**src/rtl/nib_shift_pkg.sv**
```systemverilog
package nib_shift_pkg;
   typedef enum logic [1:0] {
      GAP_NONE  = 2'b00,
      GAP_COUNT = 2'b01,
      GAP_TRIG  = 2'b10,
      GAP_SPARE = 2'b11
   } gap_e;

   typedef enum logic [1:0] {
      ST_LOAD  = 2'b00,
      ST_SHIFT = 2'b01,
      ST_COUNT = 2'b10,
      ST_WAIT  = 2'b11
   } eng_st_e;
endpackage

```
**src/rtl/nib_shift_fifo.sv**
```systemverilog
module nib_shift_fifo #(
   parameter int ENTRY_W = 34,
   parameter int DEPTH   = 4,
   localparam int PTR_W  = (DEPTH > 1) ? $clog2(DEPTH) : 1,
   localparam int CNT_W  = $clog2(DEPTH + 1)
) (
   input  logic               clk,
   input  logic               rst_n,
   input  logic               push,
   input  logic [ENTRY_W-1:0] din,
   input  logic               pop,
   output logic [ENTRY_W-1:0] head,
   output logic               empty,
   output logic               full,
   output logic [CNT_W-1:0]   level
);
   logic [ENTRY_W-1:0] mem [DEPTH];
   logic [PTR_W-1:0]   wp_q, rp_q;
   logic [CNT_W-1:0]   cnt_q;
   logic               do_push, do_pop;

   assign full    = (cnt_q == CNT_W'(DEPTH));
   assign empty   = (cnt_q == '0);
   assign do_push = push && !full;
   assign do_pop  = pop && !empty;
   assign head    = mem[rp_q];
   assign level   = cnt_q;

   function automatic logic [PTR_W-1:0] nxt(input logic [PTR_W-1:0] p);
      return (p == PTR_W'(DEPTH - 1)) ? '0 : p + PTR_W'(1);
   endfunction

   always_ff @(posedge clk) begin
      if (do_push) mem[wp_q] <= din;
   end

   always_ff @(posedge clk or negedge rst_n) begin
      if (!rst_n) begin
         wp_q  <= '0;
         rp_q  <= '0;
         cnt_q <= '0;
      end else begin
         if (do_push) wp_q <= nxt(wp_q);
         if (do_pop)  rp_q <= nxt(rp_q);
         case ({do_push, do_pop})
            2'b10:   cnt_q <= cnt_q + CNT_W'(1);
            2'b01:   cnt_q <= cnt_q - CNT_W'(1);
            default: cnt_q <= cnt_q;
         endcase
      end
   end
endmodule

```
**src/rtl/nib_shift_sync.sv**
```systemverilog
module nib_shift_sync #(
   parameter int SYNC_STAGES = 2,
   parameter int TICK_DIV    = 1
) (
   input  logic clk,
   input  logic rst_n,
   input  logic trig,
   output logic trig_s,
   output logic tick
);
   generate
      if (SYNC_STAGES == 0) begin : g_nosync
         assign trig_s = trig;
      end else begin : g_sync
         logic [SYNC_STAGES-1:0] sr_q;
         always_ff @(posedge clk or negedge rst_n) begin
            if (!rst_n) begin
               sr_q <= '0;
            end else begin
               sr_q[0] <= trig;
               for (int i = 1; i < SYNC_STAGES; i++) sr_q[i] <= sr_q[i-1];
            end
         end
         assign trig_s = sr_q[SYNC_STAGES-1];
      end

      if (TICK_DIV == 1) begin : g_fulltick
         assign tick = 1'b1;
      end else begin : g_divtick
         localparam int TW = $clog2(TICK_DIV);
         logic [TW-1:0] div_q;
         always_ff @(posedge clk or negedge rst_n) begin
            if (!rst_n)                          div_q <= '0;
            else if (div_q == TW'(TICK_DIV - 1)) div_q <= '0;
            else                                 div_q <= div_q + TW'(1);
         end
         assign tick = (div_q == TW'(TICK_DIV - 1));
      end
   endgenerate
endmodule

```
**src/rtl/nib_shift_engine.sv**
```systemverilog
module nib_shift_engine
   import nib_shift_pkg::*;
#(
   parameter int LANES  = 4,
   parameter int WORD_W = 32,
   parameter int DLY_W  = 16,
   localparam int SLICES = WORD_W / LANES,
   localparam int IDX_W  = (SLICES > 1) ? $clog2(SLICES) : 1
) (
   input  logic              clk,
   input  logic              rst_n,
   input  logic              tick,
   input  logic [WORD_W-1:0] head_word,
   input  logic [1:0]        head_gap,
   input  logic              empty,
   output logic              pop,
   input  logic [DLY_W-1:0]  delay_ticks,
   input  logic              trig_s,
   output logic [LANES-1:0]  pins,
   output eng_st_e           st,
   output logic [DLY_W-1:0]  cnt
);
   eng_st_e           st_q;
   logic [WORD_W-1:0] sh_q;
   logic [IDX_W-1:0]  idx_q;
   logic [1:0]        gap_q;
   logic [DLY_W-1:0]  cnt_q;
   logic [LANES-1:0]  pins_q;

   assign pop  = tick && (st_q == ST_LOAD) && !empty;
   assign pins = pins_q;
   assign st   = st_q;
   assign cnt  = cnt_q;

   always_ff @(posedge clk or negedge rst_n) begin
      if (!rst_n) begin
         st_q   <= ST_LOAD;
         sh_q   <= '0;
         idx_q  <= '0;
         gap_q  <= '0;
         cnt_q  <= '0;
         pins_q <= '0;
      end else if (tick) begin
         case (st_q)
            ST_LOAD: begin
               if (!empty) begin
                  pins_q <= head_word[LANES-1:0];
                  sh_q   <= head_word >> LANES;
                  gap_q  <= head_gap;
                  idx_q  <= IDX_W'(1);
                  st_q   <= ST_SHIFT;
               end else begin
                  pins_q <= '0;
               end
            end
            ST_SHIFT: begin
               pins_q <= sh_q[LANES-1:0];
               sh_q   <= sh_q >> LANES;
               if (idx_q == IDX_W'(SLICES - 1)) begin
                  case (gap_e'(gap_q))
                     GAP_COUNT: begin
                        cnt_q <= delay_ticks;
                        st_q  <= ST_COUNT;
                     end
                     GAP_TRIG: st_q <= ST_WAIT;
                     default:  st_q <= ST_LOAD;
                  endcase
               end else begin
                  idx_q <= idx_q + IDX_W'(1);
               end
            end
            ST_COUNT: begin
               pins_q <= '0;
               if (cnt_q == '0) st_q  <= ST_LOAD;
               else             cnt_q <= cnt_q - DLY_W'(1);
            end
            default: begin
               pins_q <= '0;
               if (!trig_s) st_q <= ST_LOAD;
            end
         endcase
      end
   end
endmodule

```
**src/rtl/nib_shift_top.sv**
```systemverilog
module nib_shift_top
   import nib_shift_pkg::*;
#(
   parameter int LANES       = 4,
   parameter int WORD_W      = 32,
   parameter int DEPTH       = 4,
   parameter int DLY_W       = 16,
   parameter int SYNC_STAGES = 2,
   parameter int TICK_DIV    = 1,
   localparam int CNT_W      = $clog2(DEPTH + 1)
) (
   input  logic              clk,
   input  logic              rst_n,
   input  logic              wr_en,
   input  logic [WORD_W-1:0] wr_word,
   input  logic [1:0]        wr_gap,
   output logic              full,
   input  logic [DLY_W-1:0]  delay_ticks,
   input  logic              trig,
   output logic [LANES-1:0]  pins
);
   generate
      if (WORD_W % LANES != 0) begin : g_bad_split
         $error("WORD_W must be a multiple of LANES");
      end
      if (WORD_W / LANES < 2) begin : g_bad_slices
         $error("a word needs at least two slices");
      end
      if (DEPTH < 2) begin : g_bad_depth
         $error("DEPTH must be at least 2");
      end
      if (TICK_DIV < 1) begin : g_bad_div
         $error("TICK_DIV must be at least 1");
      end
      if (SYNC_STAGES < 0) begin : g_bad_sync
         $error("SYNC_STAGES must not be negative");
      end
   endgenerate

   logic [WORD_W+1:0] head;
   logic              empty, pop, tick, trig_s;
   logic [CNT_W-1:0]  level;
   eng_st_e           st;
   logic [DLY_W-1:0]  cnt;

   nib_shift_fifo #(.ENTRY_W(WORD_W + 2), .DEPTH(DEPTH)) u_fifo (
      .clk(clk), .rst_n(rst_n), .push(wr_en), .din({wr_gap, wr_word}),
      .pop(pop), .head(head), .empty(empty), .full(full), .level(level)
   );

   nib_shift_sync #(.SYNC_STAGES(SYNC_STAGES), .TICK_DIV(TICK_DIV)) u_sync (
      .clk(clk), .rst_n(rst_n), .trig(trig), .trig_s(trig_s), .tick(tick)
   );

   nib_shift_engine #(.LANES(LANES), .WORD_W(WORD_W), .DLY_W(DLY_W)) u_eng (
      .clk(clk), .rst_n(rst_n), .tick(tick),
      .head_word(head[WORD_W-1:0]), .head_gap(head[WORD_W+1:WORD_W]),
      .empty(empty), .pop(pop), .delay_ticks(delay_ticks), .trig_s(trig_s),
      .pins(pins), .st(st), .cnt(cnt)
   );
endmodule

```
**config.mk**
```make
export PLATFORM = sky130hd
export DESIGN_NAME = nib_shift_top
export DESIGN_NICKNAME = d
export VERILOG_FILES = /design/src/rtl/nib_shift_pkg.sv /design/src/rtl/nib_shift_fifo.sv /design/src/rtl/nib_shift_sync.sv /design/src/rtl/nib_shift_engine.sv /design/src/rtl/nib_shift_top.sv
export SDC_FILE = /design/constraint.sdc
export NUM_CORES = 1
export LEC_CHECK = 0
export BUFFER_PORTS_ARGS = -buffer_cell sky130_fd_sc_hd__buf_2
export CAP_MARGIN = 25
export CORE_UTILIZATION = 32
export CTS_BUF_LIST = sky130_fd_sc_hd__clkbuf_16
export CTS_CLUSTER_SIZE = 10
export DETAILED_ROUTE_END_ITERATION = 7
export GPL_TIMING_DRIVEN = 0
export PLACE_DENSITY = 0.49
export SLEW_MARGIN = 30
export SYNTH_ARGS = -nofsm -noshare
export SYNTH_HDL_FRONTEND = slang
export SYNTH_SLANG_ARGS = --single-unit
```
**constraint.sdc**
```tcl
create_clock -name clk -period 2.7 [get_ports clk]
set_input_delay 0.135 -clock clk [delete_from_list [all_inputs] [get_ports clk]]
set_output_delay 0.135 -clock clk [all_outputs]
set_load 0.02 [all_outputs]
```
==> out/summary.txt <==
Hold crit path type: in2reg
Clock skew: 0.0155 ns
Max cap viols: 0
Layout cells sized above 1: 0.236
Crit path cell chain: or3_1, inv_4, buf_4, ha_1, inv_1, fa_1, xor2_1, nor2_1, xor2_1
Mapped Nets: 575
Die Area: 0.0258 mm²
Final core occ: 0.400
N_diodes: 0
# IOs: 59
CTS clk-pin slew, worst paths: 0.07 ns
Seq/Total Area, Yosys: 0.706
CTS buffer count: 17
Run status: finished clean
Yosys top cell area share: 0.507
Crit path buf inv count: 3
Worst Setup End Kind: flip-flop
WP depth: 9
Leakage: 3.71 nW
Final min period: 2.43 ns
Critical Path Start Type: flip-flop
Final GP Congestion: 0.767
Die Y: 161 µm
Slowest-stage cell, CP: or3_1
Setup TNS: 0 ns
Synth-to-Final Area Change: 21.8%
Cells after Synth: 509
Detailed placer's ending HPWL: 10.4 mm
Residual DRC: 0
Synthesized area: 0.00806 mm²
Post-synthesis cell type count: 51
Max Freq: 411 MHz
Clock Tree Buf Depth: 2
Detailed Route WL: 16.6 mm
Root Buffer: clkbuf_16
Port bufs: 58
Total GRT Usage: 0.136
Max-slew headroom: 0.451
Grt total ovfl: 0
Cell taking the most area after synthesis: edfxtp_1
RSZ-0062 raised after global routing: no
Top cells by area, synth: edfxtp_1 (51%), dfrtp_1 (20%), mux4_2 (9.5%)
Postcts setup bufs: 0
Top cells by count, synth: edfxtp_1 (136), nand2_1 (83), dfrtp_1 (64), mux4_2 (34), a22oi_1 (24)
Post-synth ARST share: 0.320
H-tree levels: 4
Nets: 694
Routed length per instance: 17.2 µm
Largest delay share family, worst path: simple AND/OR/NAND/NOR gates
Syn Area/Cell: 15.8 µm²
Pwr per Cell Area: 1050 mW/mm²
Initial Utilization: 0.328
Main synth FF type: edfxtp_1
CP max stage delay: 0.47 ns
CP Max Fanout: 13
Tcrit/Tclk final: 0.901
Sink Count: 200
Most frequent CP cell: xor2_1
Worst-Margin Slew: 0.824 ns
Routed vias/inst: 4.80
Final Hold Vio Count: 0
Critical path type: reg2reg
DR iter-0 viols: 290
Vias in the first global route: 4934
Worst skew pair latency: 0.44 ns
Top-count cell post-synth: edfxtp_1
Final ANT Viol Nets: 0
CORE AREA: 0.0245 mm²
Worst Reg-to-Reg Cells: 9
Finish-stage setup viols: 0
VDD IR-drop max: 0.507 mV
Req. time, crit path: 3.05 ns
CTS tree: done
Largest net degree at the start of global routing: 35
Arrival time worst endpoint: 2.78 ns
Cell Rows: 57
Initial antenna violation count: 0
Synthesis warning total: 0
Total power: 0.0103 W
Die X: 161 µm
Vias: 4628
Global-route wire length before repair: 26.5 mm
Drt pass-1 iters: 4
Post-synth EDFFs: 136
Flop and latch count out of synthesis: 200
Hold Path Cell Cnt: 4
Slew Limit Fails: 0
-- worst reg2reg max path, cell delays in order, from the launching register on --
cell and delay, ns:
dfrtp_1 0.45, or3_1 0.47, inv_4 0.16, buf_4 0.20, ha_1 0.20, inv_1 0.06, fa_1 0.38, xor2_1 0.17
nor2_1 0.11, xor2_1 0.17
-- layout make-up --
type | instances | area (µm²)
plain buffers | 22 | 109
clock buffers | 17 | 425
clock inverters | 15 | 180
fillers | 2324 | 14700
inverters | 15 | 58.8
multi-input cells | 271 | 2210
flip-flops and latches | 200 | 5690
well taps | 324 | 405
repair buffers | 101 | 733
-- kinds of logic after synthesis --
| group | count (synthesis) | share of synthesized area |
|---|---|---|
| flip-flops | 200 | 0.706 |
| AO/OA/AOI/OAI | 86 | 0.0727 |
| AND/OR/NAND/NOR | 134 | 0.0806 |
| buffers and inverters | 38 | 0.0208 |
| multiplexers | 34 | 0.0951 |
| adder cells (fa/ha/maj) | 12 | 0.0196 |
| XOR/XNOR | 5 | 0.00544 |
-- sequential cells by signal, summed over array words and instances (netlist names) --
name                cells
u_eng.cnt              16
u_eng.gap_q             2
u_eng.idx_q             3
u_eng.pins              4
u_eng.sh_q             28
u_eng.st                2
u_fifo.level            3
u_fifo.mem            136
u_fifo.rp_q             2
u_fifo.wp_q             2
u_sync.g_sync.sr_q      2
-- layer usage --
metal	track usage	vias up	part of all wire
met1	0.169	2347	0.45
met5	0	-	0
met3	0.0338	19	0.037
li1	-	2173	-
met4	0.0437	0	0.013
met2	0.232	89	0.50
-- through the flow --
stage	area, µm²	setup slack, ns	cells	hold slack [ns]
floorplan	8060	0.370	509	-0.161
global placement	8750	-0.347	891	0.248
detailed placement	8780	0.0121	892	0.135
CTS	9810	0.0588	966	0.00162
global route	9810	0.00905	965	0.0174
finish	9810	0.268	965	0.0249
-- timing repair --
item | CTS | global route
gates resized for setup | 1 | 1
hold buffers | 42 | 0
endpoints found under the hold margin | 175 | 0
pin swaps | 0 | 0
setup endpoints to repair | 1 | 1
-- power by group --
part,internal (W),total [W],switching [W]
clock,0.00133,0.00257,0.00124
sequential,0.00418,0.00462,0.000450
combinational,0.00135,0.00314,0.00179
-- layout by cell type, fill, tap and decap left out, drive strengths merged, types with 7 or more instances in the layout --
cell type | Yosys | routed
nor3 | 8 | 8
nand3 | 7 | 7
buf | 14 | 72
o21ai | 23 | 23
nand2 | 84 | 84
clkbuf | 9 | 26
ha | 11 | 11
dlygate4sd3 | 0 | 42
clkinv | 0 | 7
nor2 | 13 | 13
edfxtp | 136 | 136
dfrtp | 64 | 64
a22o | 7 | 7
a21oi | 12 | 12
mux4 | 34 | 34
a22oi | 24 | 24
inv | 15 | 21
-- path summary, 6_finish.rpt --
kind / startpoint / to / slack [ns]
min in group asynchronous: rst_n / u_eng.cnt[11] / 0.20
worst max-delay path: u_eng.st[0] / u_fifo.level[2] / 0.27
max in group asynchronous: rst_n / u_eng.sh_q[13] / 1.96
worst min-delay path: delay_ticks[13] / u_eng.cnt[13] / 0.02
worst min register to register: u_sync.g_sync.sr_q[0] / u_sync.g_sync.sr_q[1] / 0.38
worst max register to register: u_eng.st[0] / u_fifo.level[2] / 0.27
No activity file was read; power rests on OpenSTA's default activity.
